==> src/rtl/brResolverPkg.sv <==
package brResolverPkg;

  typedef enum logic [1:0] {
    BR_ON_NEG  = 2'b00,
    BR_ON_ZERO = 2'b01,
    BR_ALWAYS  = 2'b10,
    BR_NEVER   = 2'b11
  } brKind_t;

  typedef struct packed {
    logic accept;
    logic redirect;
  } brStrobe_t;

endpackage

==> src/rtl/brResolverCtrl.sv <==
module brResolverCtrl
  import brResolverPkg::*;
(
  input  logic       resolveValid,
  input  logic [1:0] branchType,
  input  logic       flagN,
  input  logic       flagZ,
  input  logic       trapFlush,
  output brStrobe_t  strobe
);

  logic condMet;

  always_comb begin
    unique case (brKind_t'(branchType))
      BR_ON_NEG:  condMet = flagN;
      BR_ON_ZERO: condMet = flagZ;
      BR_ALWAYS:  condMet = 1'b1;
      default:    condMet = 1'b0;
    endcase
  end

  always_comb begin
    strobe.accept   = resolveValid && !trapFlush;
    strobe.redirect = strobe.accept && condMet;
  end

endmodule

==> src/rtl/brResolverDatapath.sv <==
module brResolverDatapath
  import brResolverPkg::*;
#(
  parameter int ADDR_W   = 16,
  parameter int NUM_BUFS = 4,
  parameter int CNT_W    = 16
) (
  input  logic                clk,
  input  logic                rstN,
  input  brStrobe_t           strobe,
  input  logic [ADDR_W-1:0]   branchTarget,
  output logic                pcSel,
  output logic                pcLoad,
  output logic [ADDR_W-1:0]   pcTarget,
  output logic [NUM_BUFS-1:0] flushVec,
  output logic [CNT_W-1:0]    resolvedCnt,
  output logic [CNT_W-1:0]    mispredictCnt
);

  localparam logic [CNT_W-1:0] CNT_ONE = CNT_W'(1);

  always_ff @(posedge clk) begin
    if (!rstN) begin
      pcSel    <= 1'b0;
      pcLoad   <= 1'b0;
      pcTarget <= '0;
    end else begin
      pcSel  <= strobe.redirect;
      pcLoad <= strobe.redirect;
      if (strobe.redirect) pcTarget <= branchTarget;
    end
  end

  for (genvar b = 0; b < NUM_BUFS; b++) begin : gFlush
    always_ff @(posedge clk) begin
      if (!rstN) flushVec[b] <= 1'b0;
      else       flushVec[b] <= strobe.redirect;
    end
  end

  always_ff @(posedge clk) begin
    if (!rstN) begin
      resolvedCnt   <= '0;
      mispredictCnt <= '0;
    end else begin
      if (strobe.accept)   resolvedCnt   <= resolvedCnt + CNT_ONE;
      if (strobe.redirect) mispredictCnt <= mispredictCnt + CNT_ONE;
    end
  end

endmodule

==> src/rtl/brResolver.sv <==
module brResolver
  import brResolverPkg::*;
#(
  parameter int ADDR_W   = 16,
  parameter int NUM_BUFS = 4,
  parameter int CNT_W    = 16
) (
  input  logic                clk,
  input  logic                rstN,
  input  logic                resolveValid,
  input  logic [1:0]          branchType,
  input  logic [ADDR_W-1:0]   branchTarget,
  input  logic                flagN,
  input  logic                flagZ,
  input  logic                trapFlush,
  output logic                pcSel,
  output logic                pcLoad,
  output logic [ADDR_W-1:0]   pcTarget,
  output logic [NUM_BUFS-1:0] flushVec,
  output logic [CNT_W-1:0]    resolvedCnt,
  output logic [CNT_W-1:0]    mispredictCnt
);

  brStrobe_t strobe;

  brResolverCtrl ctrl_i (
    .resolveValid (resolveValid),
    .branchType   (branchType),
    .flagN        (flagN),
    .flagZ        (flagZ),
    .trapFlush    (trapFlush),
    .strobe       (strobe)
  );

  brResolverDatapath #(
    .ADDR_W   (ADDR_W),
    .NUM_BUFS (NUM_BUFS),
    .CNT_W    (CNT_W)
  ) dp_i (
    .clk           (clk),
    .rstN          (rstN),
    .strobe        (strobe),
    .branchTarget  (branchTarget),
    .pcSel         (pcSel),
    .pcLoad        (pcLoad),
    .pcTarget      (pcTarget),
    .flushVec      (flushVec),
    .resolvedCnt   (resolvedCnt),
    .mispredictCnt (mispredictCnt)
  );

endmodule

==> config.mk <==
export PLATFORM = sky130hd
export DESIGN_NAME = brResolver
export DESIGN_NICKNAME = d
export VERILOG_FILES = /design/src/rtl/brResolverPkg.sv /design/src/rtl/brResolverCtrl.sv /design/src/rtl/brResolverDatapath.sv /design/src/rtl/brResolver.sv
export SDC_FILE = /design/constraint.sdc
export NUM_CORES = 1
export LEC_CHECK = 0
export BUFFER_PORTS_ARGS = -buffer_cell sky130_fd_sc_hd__clkbuf_2
export CAP_MARGIN = 30
export CORE_MARGIN = 4
export CORE_UTILIZATION = 30
export DETAILED_ROUTE_END_ITERATION = 16
export GPL_TIMING_DRIVEN = 0
export SKIP_CTS_REPAIR_TIMING = 1
export SLEW_MARGIN = 10
export SYNTH_ARGS = -nofsm -noshare
export SYNTH_HDL_FRONTEND = slang
export SYNTH_SLANG_ARGS = --single-unit
==> constraint.sdc <==
create_clock -name clk -period 1.75 [get_ports clk]
set_input_delay 0.0875 -clock clk [delete_from_list [all_inputs] [get_ports clk]]
set_output_delay 0.0875 -clock clk [all_outputs]
set_load 0.02 [all_outputs]
==> results of run 1 <==
state kept, by name, indices dropped and copies added, names as in the netlist:
signal and count:
dp_i.mispredictCnt 16, dp_i.resolvedCnt 16, dp_i.pcTarget 16, dp_i.flushVec 1
placed cells by master (no fill, tap or decap), types with 2 or more instances in the layout:
| cell type | instances |
|---|---|
| and4b_2 | 2 |
| buf_6 | 2 |
| and4_1 | 4 |
| dfxtp_1 | 47 |
| a21oi_1 | 28 |
| nand2b_1 | 3 |
| xor2_1 | 11 |
| ha_1 | 2 |
| o31ai_1 | 6 |
| xnor2_1 | 5 |
| buf_4 | 5 |
| buf_1 | 2 |
| nand2_1 | 46 |
| dfxtp_2 | 2 |
| clkbuf_1 | 7 |
| clkbuf_2 | 77 |
| clkinv_2 | 2 |
| and3_1 | 3 |
| or4_1 | 6 |
| or3_1 | 4 |
| nand3_1 | 9 |
| mux2i_1 | 4 |
| o21ai_0 | 5 |
| inv_1 | 2 |
| dlygate4sd3_1 | 6 |
| nand4_1 | 9 |
| a211oi_1 | 4 |
| and2_1 | 3 |
| clkbuf_8 | 5 |
| nor2_1 | 19 |
worst max-delay path: cells and delay by family (launching register included):
kind	cells	cell delay [ns]
AND/OR/NAND/NOR	3	0.82
AO/OA/AOI/OAI	1	0.15
buffers and inverters	1	0.18
flip-flops	1	0.39
worst max path at each step:
| stage | endpoint | depth (start not counted) | startpoint |
|---|---|---|---|
| floorplan | dp_i.resolvedCnt[13] | 5 | dp_i.resolvedCnt[3] |
| global placement | dp_i.resolvedCnt[13] | 5 | dp_i.resolvedCnt[3] |
| detailed placement | dp_i.resolvedCnt[15] | 5 | dp_i.resolvedCnt[3] |
| CTS | dp_i.resolvedCnt[13] | 5 | dp_i.resolvedCnt[3] |
| global route | dp_i.resolvedCnt[6] | 6 | dp_i.resolvedCnt[0] |
| finish | dp_i.resolvedCnt[13] | 5 | dp_i.resolvedCnt[5] |
power breakdown:
group          total, mW  switching [mW]  internal, mW
clock              0.650           0.372         0.278
sequential          1.15          0.0136          1.13
combinational      0.178           0.104        0.0732
total               1.97           0.490          1.48
cell type report:
class	count	area (um2)	share of cell area [%]
flip-flops and latches	49	983	35.0
plain buffers	16	95.1	3.39
multi-input cells	181	1070	38.1
well taps	96	120	4.28
repair buffers	83	445	15.9
clock inverters	2	10.0	0.357
inverters	3	11.3	0.401
clock buffers	6	72.6	2.59
through the flow:
stage,hold slack (ns),cell area (um2)
6_report,-0.00234,2810
3_3_place_gp,0.310,2660
2_1_floorplan,0.224,2150
4_1_cts,-0.0145,2740
3_5_place_dp,0.318,2660
5_1_grt,0.00536,2810
routing by layer:
| layer | vias up | wire (um) | GRT usage, % |
|---|---|---|---|
| li1 | 1047 | - | - |
| met1 | 937 | 2290 | 14.3 |
| met2 | 52 | 2650 | 21.1 |
| met3 | 6 | 337 | 4.06 |
| met4 | 0 | 69 | 4.03 |
| met5 | - | 0 | 0 |
kinds of logic (layout without fill, tap and decap cells):
family	count (synthesis)	in the layout	synth area share [%]
AND/OR/NAND/NOR	112	112	26.7
flip-flops	49	49	45.6
AO/OA/AOI/OAI	47	47	13.2
buffers and inverters	19	110	4.94
XOR/XNOR	16	16	6.51
multiplexers	4	4	1.86
adder cells (fa/ha/maj)	2	2	1.16
==> run summary, run 1 <==
Synth warn: 0
Clk root buf: clkbuf_8
Syn Inst Count: 249
Max transition margin: 64.4%
Reg2Reg Setup Slack: 0.13 ns
Total grt overflow: 0
# clock sinks: 49
Post-layout utilization of the core: 40.9%
LEAKAGE: 1.18 nW
Antenna cells: 0
Crit-path max FO: 7
Min-Delay Endpoint: dp_i.pcTarget[6]
Detailed Route WL: 5350 um
Mean post-synth cell area: 8.65 um2
Hold crit path type: in -> reg
Final Hold Fails: 2
Worst R2R Start: dp_i.resolvedCnt[5]
Via count: 2042
Min-delay src: branchTarget[6]
Syn nets: 275
Final total power: 1.97 mW
Hold Crit Depth: 3
Slew @ Worst Pin: 0.534 ns
Register area share after synthesis: 45.6%
Initial core utilization: 31.3%
Critical setup path kind: reg -> reg
Power density over the cells: 703 nW/um2
Crit start category: flip-flop
Async set-reset flop share out of synthesis: 0%
RSZ-0062 raised after global routing: no
Reg clk slew, reported paths: 0.09 ns
Status: finished with violations
Crit path cell chain: and4_1 -> buf_2 -> nand2_2 -> or4_1 -> a21oi_1
EDFF count, synth: 0
Largest net degree at the start of global routing: 15
Max stage delay on crit path: 0.50 ns
Chip Width: 92.7 um
Top cells by count, synth: 49 x dfxtp_1, 47 x nand2_1, 28 x a21oi_1
Clock Latency Late Sink: 0.30 ns
Vias in the first global route: 1815
Maximum vdd drop: 0.298 mV
Period utilization: 92.5%
Fmax: 0.618 GHz
Ports: 78
Worst Skew: 0.00511 ns
Slew Limit Fails: 0
CTS buffer count: 5
Worst r2r path cells: 5
Final Critical Period: 1.62 ns
Failing checks: negative hold slack
Post-DRT Antenna Nets: 0
Final #Nets: 365
H-tree Lvls: 2
Area Overhead vs Synth: 30.3%
Vias per cell: 4.68
DRT Pass-1 Iters: 4
Synth cell types: 34
Worst reg2reg endpoint: dp_i.resolvedCnt[13]
DR WL/cell: 12.3 um
Layout fillers: 726
Area share of the largest cell type after synthesis: 45.6%
Final HPWL DP: 4030 um
Placed Cells: 422
GP Congestion: 0.802
WP data required: 1.98 ns
Initial antenna violation count: 0
WP data arrival: 1.85 ns
Crit end category: flip-flop
Area of the mapped netlist: 2150 um2
Core area: 6870 um2
Count leader, synth: dfxtp_1
WHS: -0.00234 ns
#FFs+latches synth: 49
Final setup viols: 0
Final worst slack: 0.132 ns
CTS tree: built
Ys flop type: dfxtp_1
Slowest-stage cell, CP: or4_1
Final TNS setup: 0 ns
DR iter-0 viols: 92
Top post-synthesis cells by area: dfxtp_1 46%, nand2_1 8.2%, a21oi_1 6.5%
Die height: 92.7 um
Total GRT Usage: 12.2%
Deepest clock path buffer count: 2
Final std cells w/o fill: 436
Port bufs: 77
Setup WS pre-CTS: 0.0715 ns
Largest area contributor in the netlist: dfxtp_1
Rows: 30
# DRC: 0
Share of layout cells above drive strength 1: 30.3%
Max-cap viol count: 0
Die area: 8600 um2
Global-route wire length before repair: 8490 um
Note: power is estimated with default switching activity, not from simulation.
==> inputs of run 2 (changes only) <==
- CTS_BUF_LIST: unset -> sky130_fd_sc_hd__clkbuf_4
- PLACE_DENSITY: unset -> 0.59
- SKIP_CTS_REPAIR_TIMING: 1 -> unset
==> run 2 against run 1 <==
Against the previous run:
- the run now ends clean
- sequential power about the same
- die area did not move
- via count rose by 1.8%
- clock power increased by 2%
- design area up 3.4%
- critical path type unchanged
- fmax decreased by 1.3%
- highest routed layer unchanged
- routed wire length rose by 4.4%
- clock-buffer cell count unchanged
- register-to-register slack worse by 0.02 ns
- worst setup slack got worse by 0.022 ns
- combinational power rose by 10%
==> run summary, run 2 (synthesis gave the netlist of run 1 again) <==
Status: completed (was finished with violations)
Initial core utilization: 31.3% (unchanged)
Final #Nets: 375 (was 365)
DR WL/cell: 12.5 um (was 12.3 um)
Antenna cells: 0 (unchanged)
Switching portion of total power: 23.6% (was 24.8%)
Power density over the cells: 693 nW/um2 (was 703 nW/um2)
Ports: 78 (unchanged)
Placed Cells: 422 (unchanged)
Reg clk slew, reported paths: 0.14 ns (was 0.09 ns)
CTS buffer count: 5 (unchanged)
Port bufs: 77 (unchanged)
Area Overhead vs Synth: 34.7% (was 30.3%)
Die area: 8600 um2 (unchanged)
DR iter-0 viols: 87 (was 92)
Critical setup path kind: reg -> reg (unchanged)
Total grt overflow: 0 (unchanged)
Crit-path max FO: 7 (unchanged)
WP data required: 2.05 ns (was 1.98 ns)
# clock sinks: 49 (unchanged)
GP Congestion: 0.798 (was 0.802)
Largest regs: dp_i.mispredictCnt: 16 flops, dp_i.pcTarget: 16 flops, dp_i.resolvedCnt: 16 flops (unchanged)
WHS: 0.0332 ns (was -0.00234 ns)
Period utilization: 93.7% (was 92.5%)
H-tree Lvls: 2 (unchanged)
Final TNS setup: 0 ns (unchanged)
Gate power share: 9.8% (was 9.0%)
Maximum vdd drop: 0.315 mV (was 0.298 mV)
LEAKAGE: 1.22 nW (was 1.18 nW)
Hold crit path type: in -> reg (unchanged)
# DRC: 0 (unchanged)
Total GRT Usage: 13.2% (was 12.2%)
Initial antenna violation count: 0 (unchanged)
WP data arrival: 1.94 ns (was 1.85 ns)
Reg2Reg Setup Slack: 0.11 ns (was 0.13 ns)
Layout fillers: 708 (was 726)
Clk pwr share: 33.1% (was 32.9%)
Placed cell area: 2660 um2 (unchanged)
CTS tree: built (unchanged)
Area of the multi-input gates: 1070 um2 (about the same)
Vias per cell: 4.66 (was 4.68)
RSZ-0062 raised after global routing: no (unchanged)
Psw: 0.475 mW (was 0.490 mW)
Worst Skew: 0.00634 ns (was 0.00511 ns)
Detailed Route WL: 5590 um (was 5350 um)
Max transition margin: 63.3% (was 64.4%)
Largest net degree at the start of global routing: 15 (unchanged)
Final Critical Period: 1.64 ns (was 1.62 ns)
Post-layout utilization of the core: 42.2% (was 40.9%)
Share of layout cells above drive strength 1: 29.4% (was 30.3%)
Via count: 2079 (was 2042)
Max-cap viol count: 0 (unchanged)
Final Hold Fails: 0 (was 2)
Clk root buf: clkbuf_4 (was clkbuf_8)
Vias in the first global route: 1999 (was 1815)
Power share of the sequential group: 57.1% (was 58.1%)
Post-DRT Antenna Nets: 0 (unchanged)
Slew Limit Fails: 0 (unchanged)
Setup WS pre-CTS: 0.0747 ns (was 0.0715 ns)
DRT Pass-1 Iters: 4 (unchanged)
Commonest non-fill, non-tap cell in the layout: clkbuf_2 (unchanged)
Slew @ Worst Pin: 0.551 ns (was 0.534 ns)
Final HPWL DP: 4070 um (was 4030 um)
Most frequent cells in the layout: 77 x clkbuf_2, 47 x nand2_1, 46 x dfxtp_1, 28 x a21oi_1, 19 x nor2_1 (was 77 x clkbuf_2, 47 x dfxtp_1, 46 x nand2_1, 28 x a21oi_1, 19 x nor2_1)
Crit end category: flip-flop (unchanged)
Rows: 30 (unchanged)
Clock Latency Late Sink: 0.36 ns (was 0.30 ns)
Fmax: 0.610 GHz (was 0.618 GHz)
Die height: 92.7 um (unchanged)
Crit start category: flip-flop (unchanged)
Final setup viols: 0 (unchanged)
Final worst slack: 0.110 ns (was 0.132 ns)
Cell Int Power: 1.53 mW (was 1.48 mW)
Global-route wire length before repair: 9250 um (was 8490 um)
Reg area: 985 um2 (was 983 um2)
Core area: 6870 um2 (unchanged)
Chip Width: 92.7 um (unchanged)
Final instance area: 2900 um2 (was 2810 um2)
Deepest clock path buffer count: 2 (unchanged)
Final std cells w/o fill: 446 (was 436)
Final total power: 2.01 mW (was 1.97 mW)
-- run 2: cell types whose count changed in the layout (fill, tap and decap cells not counted), moves of 2 or more --
cell and delta:
dlygate4sd3_1 +10, clkbuf_4 +6, clkbuf_8 -5, clkinv_2 -2
-- run 2: timing repair --
| action | in CTS | in global routing |
|---|---|---|
| hold buffers | 16 | 0 |
| setup endpoints to repair | 0 | 2 |
| gates resized for setup | 0 | 3 |
| hold endpoints to repair | 16 | 0 |
| buffers inserted | 0 | 0 |
-- run 2: area by class of cell --
type,instances,share of cell area (%)
flip-flops and latches,49,33.9
inverters,3,0.388
multi-input cells,181,36.7
clock buffers,6,1.55
well taps,96,4.14
plain buffers,16,3.28
repair buffers,93,18.8
clock inverters,2,1.16
-- run 2: critical path: stages (launching register included) --
cell and delay (ns):
dfxtp_2 0.40, and4_1 0.19, buf_2 0.18, nand2_1 0.15
or4_1 0.52, a21oi_1 0.14
-- run 2: layer usage --
layer | GRT usage [%] | share of wire, % | vias up | wire (um)
met4 | 4.88 | 2.0 | 0 | 112
met2 | 23.0 | 48 | 54 | 2690
met5 | 0 | 0 | - | 0
li1 | - | - | 1063 | -
met3 | 3.66 | 5.4 | 11 | 299
met1 | 15.3 | 45 | 951 | 2490
-- run 2: worst paths after layout --
kind	from	end	depth (start not counted)
worst min-delay path	rstN	dp_i.mispredictCnt[13]	3
worst max register to register	dp_i.resolvedCnt[3]	dp_i.resolvedCnt[13]	5
worst min register to register	dp_i.pcTarget[1]	dp_i.pcTarget[1]	2
worst max-delay path	dp_i.resolvedCnt[3]	dp_i.resolvedCnt[13]	5
-- run 2: power groups by stage --
stage | sequential [mW] | clock, mW | combinational, mW
after floorplan | 1.19 | 0 | 0.0748
after global placement | 1.17 | 0 | 0.168
after detailed placement | 1.17 | 0 | 0.171
after CTS | 1.15 | 0.699 | 0.199
after global routing | 1.15 | 0.734 | 0.219
final | 1.15 | 0.665 | 0.196
==> inputs of run 3 (changes only) <==
- CELL_PAD_IN_SITES_DETAIL_PLACEMENT: unset -> 1
- CELL_PAD_IN_SITES_GLOBAL_PLACEMENT: unset -> 2
- CORE_UTILIZATION: 30 -> 29
- PLACE_DENSITY: 0.59 -> 0.88
==> run 3 against run 2 <==
Against the previous run:
- design area rose by 0.13%
- first-iteration DRC count decreased by 28%
- cell count rose by 0.45%
- routed wire length grew 7.3%
- sequential share of layout area is essentially flat
- clock power rose by 0.6%
- global-route usage is 1.3 points higher
- non-clock buffer count fell by 1
- highest routed layer unchanged
- worst setup slack worse by 0.012 ns
- via count is 2.5% higher
- utilization decreased by 2.2 points
- clock skew increased by 0.0069 ns
==> run summary, run 3 (synthesis gave the netlist of run 1 again) <==
Status: completed (unchanged)
Met1 Use GR: 17.0% (was 15.3%)
Hold crit path type: in -> reg (unchanged)
Most frequent cells in the layout: 77 x clkbuf_2, 46 x nand2_1, 45 x dfxtp_1, 28 x a21oi_1, 19 x nor2_1 (was 77 x clkbuf_2, 47 x nand2_1, 46 x dfxtp_1, 28 x a21oi_1, 19 x nor2_1)
Slew Limit Fails: 0 (unchanged)
Antenna cells: 0 (unchanged)
Final setup viols: 0 (unchanged)
Post-DRT Antenna Nets: 0 (unchanged)
Slowest-stage cell, CP: or4_1 (unchanged)
Vias in the first global route: 2120 (was 1999)
WP data required: 2.05 ns (about the same)
RSZ-0062 raised after global routing: no (unchanged)
# clock sinks: 49 (unchanged)
Cell Int Power: 1.53 mW (about the same)
Power share of the sequential group: 57.0% (was 57.1%)
CTS buffer count: 5 (unchanged)
Global-route wire length before repair: 10100 um (was 9250 um)
Worst Skew: 0.0133 ns (was 0.00634 ns)
Crit-path max FO: 10 (was 7)
Critical setup path kind: reg -> reg (unchanged)
GR Layer Usage met2: 25.9% (was 23.0%)
Total GRT Usage: 14.4% (was 13.2%)
Fmax: 0.605 GHz (was 0.610 GHz)
Max stage delay on crit path: 0.50 ns (was 0.52 ns)
Switching portion of total power: 23.8% (was 23.6%)
Die area: 8870 um2 (was 8600 um2)
Deepest clock path buffer count: 2 (unchanged)
Final HPWL DP: 4470 um (was 4070 um)
Maximum vdd drop: 0.291 mV (was 0.315 mV)
DRT Pass-1 Iters: 4 (unchanged)
Final Hold Fails: 0 (unchanged)
Port bufs: 77 (unchanged)
Crit end category: flip-flop (unchanged)
Crit path cell chain: nand2_1 -> a211o_1 -> buf_6 -> or4_1 -> a21oi_1 (was and4_1 -> buf_2 -> nand2_1 -> or4_1 -> a21oi_1)
Gate power share: 9.8% (about the same)
Detailed Route WL: 5990 um (was 5590 um)
Max transition margin: 61.9% (was 63.3%)
Psw: 0.480 mW (was 0.475 mW)
Clk pwr share: 33.2% (was 33.1%)
Post-CTS Setup Bufs: 0 (unchanged)
Max-cap viol count: 0 (unchanged)
Reg clk slew, reported paths: 0.13 ns (was 0.14 ns)
DR WL/cell: 13.4 um (was 12.5 um)
H-tree Lvls: 2 (unchanged)
Rows: 31 (was 30)
Met3 usage: 3.53% (was 3.66%)
Final worst slack: 0.0978 ns (was 0.110 ns)
WHS: 0.0370 ns (was 0.0332 ns)
Final #Nets: 374 (was 375)
Commonest non-fill, non-tap cell in the layout: clkbuf_2 (unchanged)
Clk root buf: clkbuf_4 (unchanged)
Total grt overflow: 0 (unchanged)
LEAKAGE: 1.22 nW (about the same)
Vias per cell: 4.75 (was 4.66)
Via count: 2130 (was 2079)
Share of layout cells above drive strength 1: 30.1% (was 29.4%)
Chip Width: 94.2 um (was 92.7 um)
Power density over the cells: 693 nW/um2 (about the same)
WP data arrival: 1.96 ns (was 1.94 ns)
Core area: 7250 um2 (was 6870 um2)
Final Critical Period: 1.65 ns (was 1.64 ns)
Largest regs: dp_i.mispredictCnt: 16 flops, dp_i.pcTarget: 16 flops, dp_i.resolvedCnt: 16 flops (unchanged)
Initial core utilization: 29.7% (was 31.3%)
Setup WS pre-CTS: 0.0679 ns (was 0.0747 ns)
Post-layout utilization of the core: 40.1% (was 42.2%)
Slew @ Worst Pin: 0.572 ns (was 0.551 ns)
GR peak layer: met2 (unchanged)
DR iter-0 viols: 63 (was 87)
CTS tree: built (unchanged)
# DRC: 0 (unchanged)
Largest net degree at the start of global routing: 15 (unchanged)
Crit start category: flip-flop (unchanged)
Final TNS setup: 0 ns (unchanged)
Clock Latency Late Sink: 0.36 ns (about the same)
GP Congestion: 0.767 (was 0.798)
Initial antenna violation count: 0 (unchanged)
Ports: 78 (unchanged)
Die height: 94.2 um (was 92.7 um)
Area Overhead vs Synth: 34.9% (was 34.7%)
Period utilization: 94.4% (was 93.7%)
## run 3: worst max-delay path, delay by kind of cell (launching register included)
family | cells | cell delay (ns)
buf+inv | 1 | 0.15
simple gates | 2 | 0.62
compound gates | 2 | 0.42
flops | 1 | 0.42
## run 3: power by group through the flow
stage / logic [mW] / clock network, mW / registers (mW)
3_5_place_dp: 0.173 / 0 / 1.17
6_report: 0.198 / 0.669 / 1.15
4_1_cts: 0.200 / 0.705 / 1.15
5_1_grt: 0.220 / 0.761 / 1.15
3_3_place_gp: 0.170 / 0 / 1.17
2_1_floorplan: 0.0748 / 0 / 1.19
## run 3: stage by stage
step	power [mW]	area, um2	std cells
after floorplan	1.27	2150	249
after global placement	1.34	2660	425
after detailed placement	1.35	2660	425
after CTS	2.05	2900	449
after global routing	2.13	2910	448
final	2.01	2910	448
## run 3: final cells by class
class                   instances  area [um2]
fillers                       896        4350
repair buffers                 93         546
clock inverters                 2        33.8
well taps                      99         124
multi-input cells             181        1070
inverters                       3        11.3
plain buffers                  15        91.3
flip-flops and latches         49         986
clock buffers                   6        45.0
## run 3: timing repair
action | CTS | global route
hold buffers | 16 | 0
hold endpoints to repair | 16 | 0
endpoints found under the setup margin | 0 | 3
gates resized for setup | 0 | 5
## run 3: routing by layer
layer,wire [um],part of all wire (%)
met5,0,0
met3,231,3.9
met1,2650,44
met2,3030,51
met4,80,1.3
## run 3: worst paths after layout
path	startpoint	endpoint	slack, ns	cells past startpoint
worst max-delay path	dp_i.mispredictCnt[6]	dp_i.mispredictCnt[12]	0.1	5
worst min-delay path	rstN	dp_i.mispredictCnt[15]	0.04	3
worst max register to register	dp_i.mispredictCnt[6]	dp_i.mispredictCnt[12]	0.1	5
worst min register to register	dp_i.pcTarget[5]	dp_i.pcTarget[5]	0.47	2
